===== src/rtl/pm_pkg.sv =====
package pm_pkg;
  typedef enum logic [1:0] {
    PM_READ   = 2'd0,
    PM_WOPEN  = 2'd1,
    PM_WDATA  = 2'd2,
    PM_WCLOSE = 2'd3
  } pm_op_e;
endpackage


===== src/rtl/pm_protect_decode.sv =====
// Maps a 3-bit region code and an address to a protected/unprotected verdict.
module pm_protect_decode #(
  parameter int ADDR_W = 9,
  parameter int OFS_W  = 4
) (
  input  logic [2:0]        code,
  input  logic [ADDR_W-1:0] addr,
  output logic              hit
);
  logic top_quarter, top_half, first4, first8, first16;

  always_comb begin
    top_quarter = (addr[ADDR_W-1 -: 2] == 2'b11);
    top_half    = addr[ADDR_W-1];
    first4      = ((addr >> (OFS_W + 2)) == '0);
    first8      = ((addr >> (OFS_W + 3)) == '0);
    first16     = ((addr >> (OFS_W + 4)) == '0);
    unique case (code)
      3'd0:    hit = 1'b0;
      3'd1:    hit = top_quarter;
      3'd2:    hit = top_half;
      3'd4:    hit = first4;
      3'd5:    hit = first8;
      3'd6:    hit = first16;
      default: hit = 1'b1;
    endcase
  end
endmodule


===== src/rtl/pm_page_buffer.sv =====
// One-page staging buffer with an offset pointer that wraps inside the page.
module pm_page_buffer #(
  parameter int DATA_W = 8,
  parameter int OFS_W  = 4,
  parameter int PAGE_W = 5
) (
  input  logic                    clk,
  input  logic                    rst,
  input  logic                    open_i,
  input  logic                    load_i,
  input  logic [PAGE_W+OFS_W-1:0] open_addr,
  input  logic [DATA_W-1:0]       din,
  input  logic [OFS_W-1:0]        sel,
  output logic [PAGE_W-1:0]       page,
  output logic [DATA_W-1:0]       dout,
  output logic                    dvalid
);
  localparam int DEPTH = 1 << OFS_W;

  logic [DATA_W-1:0] data_q [DEPTH];
  logic [DEPTH-1:0]  vld_q;
  logic [OFS_W-1:0]  ptr_q;
  logic [OFS_W-1:0]  open_ofs;
  logic [OFS_W-1:0]  wr_idx;

  assign open_ofs = open_addr[OFS_W-1:0];
  assign wr_idx   = open_i ? open_ofs : ptr_q;

  always_ff @(posedge clk) begin
    if (rst) begin
      vld_q <= '0;
      ptr_q <= '0;
      page  <= '0;
    end else if (open_i) begin
      page  <= open_addr[PAGE_W+OFS_W-1:OFS_W];
      ptr_q <= open_ofs + OFS_W'(1);
      vld_q <= DEPTH'(1) << open_ofs;
    end else if (load_i) begin
      vld_q[ptr_q] <= 1'b1;
      ptr_q        <= ptr_q + OFS_W'(1);
    end
  end

  always_ff @(posedge clk) begin
    if (open_i || load_i) data_q[wr_idx] <= din;
  end

  assign dout   = data_q[sel];
  assign dvalid = vld_q[sel];
endmodule


===== src/rtl/pm_cycle_timer.sv =====
// Busy interval of WC_CYCLES cycles; the first 2**OFS_W cycles step the commit index.
module pm_cycle_timer #(
  parameter int WC_CYCLES = 600000,
  parameter int OFS_W     = 4
) (
  input  logic             clk,
  input  logic             rst,
  input  logic             launch,
  output logic             busy,
  output logic             step_en,
  output logic [OFS_W-1:0] step_idx,
  output logic             done
);
  localparam int CNT_W = $clog2(WC_CYCLES + 1);
  localparam int STEPS = 1 << OFS_W;

  logic [CNT_W-1:0] cnt_q;

  always_ff @(posedge clk) begin
    if (rst) begin
      busy  <= 1'b0;
      cnt_q <= '0;
    end else if (!busy) begin
      if (launch) begin
        busy  <= 1'b1;
        cnt_q <= '0;
      end
    end else begin
      cnt_q <= cnt_q + CNT_W'(1);
      if (done) busy <= 1'b0;
    end
  end

  assign done     = busy && (cnt_q == CNT_W'(WC_CYCLES - 1));
  assign step_en  = busy && (cnt_q < CNT_W'(STEPS));
  assign step_idx = cnt_q[OFS_W-1:0];
endmodule


===== src/rtl/pm_array.sv =====
// Simple dual-port array: one write port, one registered read port.
module pm_array #(
  parameter int ADDR_W = 9,
  parameter int DATA_W = 8
) (
  input  logic              clk,
  input  logic              rst,
  input  logic              we,
  input  logic [ADDR_W-1:0] waddr,
  input  logic [DATA_W-1:0] wdata,
  input  logic              re,
  input  logic [ADDR_W-1:0] raddr,
  output logic [DATA_W-1:0] rdata
);
  localparam int WORDS = 1 << ADDR_W;

  logic [DATA_W-1:0] mem [WORDS];

  always_ff @(posedge clk) begin
    if (we) mem[waddr] <= wdata;
  end

  always_ff @(posedge clk) begin
    if (rst)     rdata <= '0;
    else if (re) rdata <= mem[raddr];
  end
endmodule


===== src/rtl/pagemem_ctrl.sv =====
module pagemem_ctrl #(
  parameter int ADDR_W     = 9,
  parameter int DATA_W     = 8,
  parameter int PAGE_BYTES = 16,
  parameter int WC_CYCLES  = 600000
) (
  input  logic              clk,
  input  logic              rst,
  input  logic              cmd_valid,
  input  logic [1:0]        cmd_op,
  input  logic [ADDR_W-1:0] cmd_addr,
  input  logic [DATA_W-1:0] cmd_data,
  input  logic [2:0]        prot_code,
  output logic [DATA_W-1:0] rd_data,
  output logic              busy,
  output logic              wp_reject
);
  import pm_pkg::*;

  localparam int OFS_W  = $clog2(PAGE_BYTES);
  localparam int PAGE_W = ADDR_W - OFS_W;

  pm_op_e            op;
  logic              accept, do_read, do_open, do_load, do_close;
  logic              seq_open;
  logic [2:0]        prot_lat;
  logic [PAGE_W-1:0] buf_page;
  logic [DATA_W-1:0] buf_byte;
  logic              buf_vld;
  logic              step_en, done;
  logic [OFS_W-1:0]  step_idx;
  logic [ADDR_W-1:0] commit_addr;
  logic              prot_hit, step_write, mem_we, step_rej, rej_acc;

  assign op       = pm_op_e'(cmd_op);
  assign accept   = cmd_valid && !busy;
  assign do_read  = accept && (op == PM_READ);
  assign do_open  = accept && (op == PM_WOPEN);
  assign do_load  = accept && (op == PM_WDATA)  && seq_open;
  assign do_close = accept && (op == PM_WCLOSE) && seq_open;

  always_ff @(posedge clk) begin
    if (rst) begin
      seq_open <= 1'b0;
      prot_lat <= '0;
    end else begin
      if (do_open)       seq_open <= 1'b1;
      else if (do_close) seq_open <= 1'b0;
      if (do_close)      prot_lat <= prot_code;
    end
  end

  pm_page_buffer #(.DATA_W(DATA_W), .OFS_W(OFS_W), .PAGE_W(PAGE_W)) u_buf (
    .clk(clk), .rst(rst), .open_i(do_open), .load_i(do_load),
    .open_addr(cmd_addr), .din(cmd_data), .sel(step_idx),
    .page(buf_page), .dout(buf_byte), .dvalid(buf_vld)
  );

  pm_cycle_timer #(.WC_CYCLES(WC_CYCLES), .OFS_W(OFS_W)) u_tmr (
    .clk(clk), .rst(rst), .launch(do_close), .busy(busy),
    .step_en(step_en), .step_idx(step_idx), .done(done)
  );

  assign commit_addr = {buf_page, step_idx};

  pm_protect_decode #(.ADDR_W(ADDR_W), .OFS_W(OFS_W)) u_prot (
    .code(prot_lat), .addr(commit_addr), .hit(prot_hit)
  );

  assign step_write = step_en && buf_vld;
  assign mem_we     = step_write && !prot_hit;
  assign step_rej   = step_write && prot_hit;

  always_ff @(posedge clk) begin
    if (rst) begin
      rej_acc   <= 1'b0;
      wp_reject <= 1'b0;
    end else begin
      if (do_close)      rej_acc <= 1'b0;
      else if (step_rej) rej_acc <= 1'b1;
      if (do_open)       wp_reject <= 1'b0;
      else if (done)     wp_reject <= rej_acc || step_rej;
    end
  end

  pm_array #(.ADDR_W(ADDR_W), .DATA_W(DATA_W)) u_mem (
    .clk(clk), .rst(rst), .we(mem_we), .waddr(commit_addr), .wdata(buf_byte),
    .re(do_read), .raddr(cmd_addr), .rdata(rd_data)
  );
endmodule


===== config.mk =====
export PLATFORM = sky130hd
export DESIGN_NAME = pagemem_ctrl
export DESIGN_NICKNAME = d
export VERILOG_FILES = /design/src/rtl/pm_pkg.sv /design/src/rtl/pm_protect_decode.sv /design/src/rtl/pm_page_buffer.sv /design/src/rtl/pm_cycle_timer.sv /design/src/rtl/pm_array.sv /design/src/rtl/pagemem_ctrl.sv
export SDC_FILE = /design/constraint.sdc
export NUM_CORES = 2
export LEC_CHECK = 0
export BUFFER_PORTS_ARGS = -buffer_cell sky130_fd_sc_hd__buf_2
export CORE_AREA = 2 2 556 558
export CTS_CLUSTER_SIZE = 12
export DETAILED_ROUTE_END_ITERATION = 10
export DIE_AREA = 0 0 558 560
export PLACE_DENSITY = 0.76
export SETUP_SLACK_MARGIN = 0.1
export SLEW_MARGIN = 0
export SYNTH_ARGS = -nofsm -noshare
export SYNTH_HDL_FRONTEND = slang
export SYNTH_HIERARCHICAL = 1
export SYNTH_MEMORY_MAX_BITS = 65536
export SYNTH_SLANG_ARGS = --single-unit

===== constraint.sdc =====
create_clock -name clk -period 13.2 [get_ports clk]
set_clock_uncertainty 0.2 [all_clocks]
set_input_delay 0.66 -clock clk [delete_from_list [all_inputs] [get_ports clk]]
set_output_delay 0.66 -clock clk [all_outputs]
set_load 0.02 [all_outputs]

==> summary.txt <==
Status
  – Status: complete, no violations

Setup path
  – Setup CP Type: register to register
  – Crit path top cell by count: buf_4
  – Worst Path Required: 13.55 ns
  – Worst reg2reg path depth: 7
  – CP Launch Type: register
  – R2R Path End: u_mem/mem[371][3]
  – Crit path DAT: 5.77 ns
  – FF-to-FF setup slack: 7.78 ns
  – Biggest cell delay along the critical path: 0.90 ns
  – R2r startpoint: u_tmr/cnt_q[0]
  – CP Cell Sequence: buf_4, mux4_1, a22oi_1, nand2_4, buf_4, buf_4, buf_4
  – CP max stage cell: buf_4
  – Crit Path Max Fanout: 92
  – Crit. End Element: register

Yosys
  – Post-synth top area share: 0.756
  – Fraction of registers with async set/reset: 0
  – Ys flop type: edfxtp_1
  – Main area contributors after synthesis: edfxtp_1, mux4_2, mux2i_1
  – Post-Synth Adder-Cell Area: 0.000373
  – Distinct cell type count after synthesis: 92
  – Mapped Avg Cell Area: 21.1 um^2
  – Syn Nets: 7987
  – Register bit count reported by yosys: 4284
  – Multiplexer share of the synthesized area: 0.162
  – Post-synth EDFFs: 4224
  – Post-synthesis share of cell area spent on xor and xnor gates: 0.000209
  – YS warnings: 6
  – Largest family of logic cells by synthesized area: multiplexers
  – Netlist Area Pre-Place: 168000 um^2
  – Simple-gate share of the synthesized area: 0.0306
  – Sequential fraction of the synthesis area: 0.764
  – Compound-cell area share of the yosys netlist: 0.0252
  – Area leader, netlist: edfxtp_1
  – Cells after Synth: 7957

Detailed routing
  – Post-route ant nets: 0
  – DRT iter0 DRCs: 14870
  – Drt pass-1 iters: 7
  – Drt wl/cell: 35.4 um
  – Post-Route WL: 442 mm
  – Via Count: 86759
  – Remaining DRCs: 0
  – Average via count per standard cell: 6.95

Global routing
  – Aggregate global-route resource usage: 0.282
  – First-pass GRT wire length: 629 mm
  – Largest net degree at the start of global routing: 224
  – Antenna violations before repair: 29
  – Number of global-route vias before repair: 85233
  – Remaining Overflow, GRT: 0

Cells and area
  – Commonest non-fill, non-tap cells in the layout: edfxtp_1, mux4_2, nor2_1, clkbuf_16, mux2i_1
  – Fill count: 20448
  – Final design utilization: 0.600
  – Synth-to-Final Area Change: 9.78%
  – Most common cell after layout, fill and taps aside: edfxtp_1
  – Nets: 8133
  – Layout cells sized above 1: 0.220

Clock tree
  – Clock tree root driver cell: clkbuf_16
  – Clock Latency Late Sink: 0.94 ns
  – Clock slew at the register clock pins of the worst setup and hold paths: 0.06 ns
  – Clk sink count: 4284
  – CTS Buf Count: 425
  – TritonCTS clock tree: done
  – CTS H-Tree Depth: 5
  – CTS max path bufs: 4
  – Postcts setup bufs: 0

Floorplan
  – Chip height: 560 um
  – Top Ports: 35
  – # rows: 204
  – Die X: 558 um
  – Initial Util: 0.546
  – Die Area: 312000 um^2
  – Core area: 307000 um^2

Min path
  – Hold Path Class: primary input to register
  – HP Start: cmd_addr[2]
  – WHS Path Cells: 3
  – Hold Path End: u_buf/ptr_q[2]

Timing
  – Final setup viols: 0
  – Fin. Hold Viols: 0
  – Worst-Margin Slew: 1.46 ns
  – Fmax: 185 MHz
  – Max_slew headroom: 0.0293
  – Setup TNS Final: 0 ns
  – Crit path time final: 5.42 ns
  – Final period util: 0.410
  – Unrepaired setup endpoints after global routing: false
  – Max Slew Vio Count: 0

Job
  – Max Cap Violations: 0

Pwr
  – Maximum VDD drop: 143 uV
  – P per Cell Area: 147 nW/um^2
  – Leakage: 0.0565 uW

Placement
  – Hpwl dp: 257 mm
  – Routability cong.: 0.901
  – Port Buffers: 34
-- synth_stat cells, types with 12 or more instances --
cell type	n
a32oi_1	16
inv_1	13
buf_8	19
a221oi_1	20
nand3_1	62
nand4_1	25
clkbuf_1	188
a21oi_1	102
buf_6	55
buf_1	35
nand2b_1	21
nor2_1	620
and2_1	30
mux4_1	25
a211oi_1	28
nand2_1	267
o221ai_1	53
buf_2	124
nor4_1	12
and3_1	12
o22ai_1	70
buf_4	62
a31oi_1	28
a311oi_1	16
mux4_2	1028
dfxtp_1	60
o21ai_0	58
edfxtp_1	4224
nor2b_1	28
mux2_2	55
mux2i_1	264
o21a_1	15
nor3_1	41
a22oi_1	89
-- power breakdown --
group          switching [uW]  internal (uW)
Sequential               13.2          14900
Clock                    4880           6020
Combinational             854            434
-- timing repair --
item,4_1_cts,5_1_grt
setup endpoints to repair,0,0
gates resized for setup,0,0
endpoints found under the hold margin,134,0
hold buffers,15,0
-- cell families after synthesis --
| family | Yosys count |
|---|---|
| fa+ha+maj | 5 |
| mux | 1378 |
| simple gates | 1177 |
| flops | 4284 |
| compound gates | 598 |
| xor+xnor | 4 |
| buf+inv | 511 |
-- critical path: cells and delay by family, from the launching register on --
family,cells,cell delay [ns]
multiplexers,1,0.39
AND/OR/NAND/NOR,1,0.41
buffers and inverters,4,3.20
AO/OA/AOI/OAI,1,0.13
flip-flops,1,0.42
-- how the worst max path moves through the flow --
stage,from,endpoint,slack [ns],cells after the start
after CTS,u_tmr/cnt_q[0],u_mem/mem[370][3],7.82,7
after global routing,u_tmr/cnt_q[0],u_mem/mem[374][3],7.50,7
after global placement,cmd_addr[0],u_mem/rdata[1],7.36,10
after floorplan,u_tmr/cnt_q[1],u_mem/mem[0][0],4.17,6
final,u_tmr/cnt_q[0],u_mem/mem[371][3],7.78,7
after detailed placement,cmd_addr[0],u_mem/rdata[6],7.38,9
-- cell type report --
type                       count  area, um^2  share of cell area
sequential                  4284      128000               0.696
multi-input combinational   3162       36900               0.200
clock buffer                 552       11200              0.0611
tap                         4120        5150              0.0280
timing repair buffer         212        1790             0.00973
clock inverter               102         803             0.00436
inverter                      18        87.6            0.000476
antenna                       26        65.1            0.000353
-- metrics by stage --
stage,instance area (um^2),hold slack [ns],cells,power (uW),worst slack [ns]
2_1_floorplan,168000,0.258,7957,16100,4.17
3_3_place_gp,172000,0.279,11781,16400,7.36
3_5_place_dp,172000,0.284,11781,16400,7.38
4_1_cts,184000,0.0467,12450,27100,7.82
5_1_grt,184000,0.0996,12452,27700,7.50
6_report,184000,0.0680,12476,27100,7.78
-- state kept, by name (all words and copies together), names as in the netlist --
signal,count
u_buf/page,5
u_mem/mem,4096
u_buf/data_q,128
seq_open,1
u_buf/vld_q,16
prot_lat,3
u_mem/rdata,8
u_tmr/busy,1
u_buf/ptr_q,4
rej_acc,1
u_tmr/cnt_q,20
wp_reject,1
-- routing by layer --
metal | vias up | GRT usage | wire length (um)
met5 | - | 0 | 137
met4 | 18 | 0.127 | 22500
li1 | 33361 | - | -
met2 | 7065 | 0.419 | 203000
met3 | 1234 | 0.0858 | 63400
met1 | 45081 | 0.388 | 153000
Power figures use the tool's default switching activity.
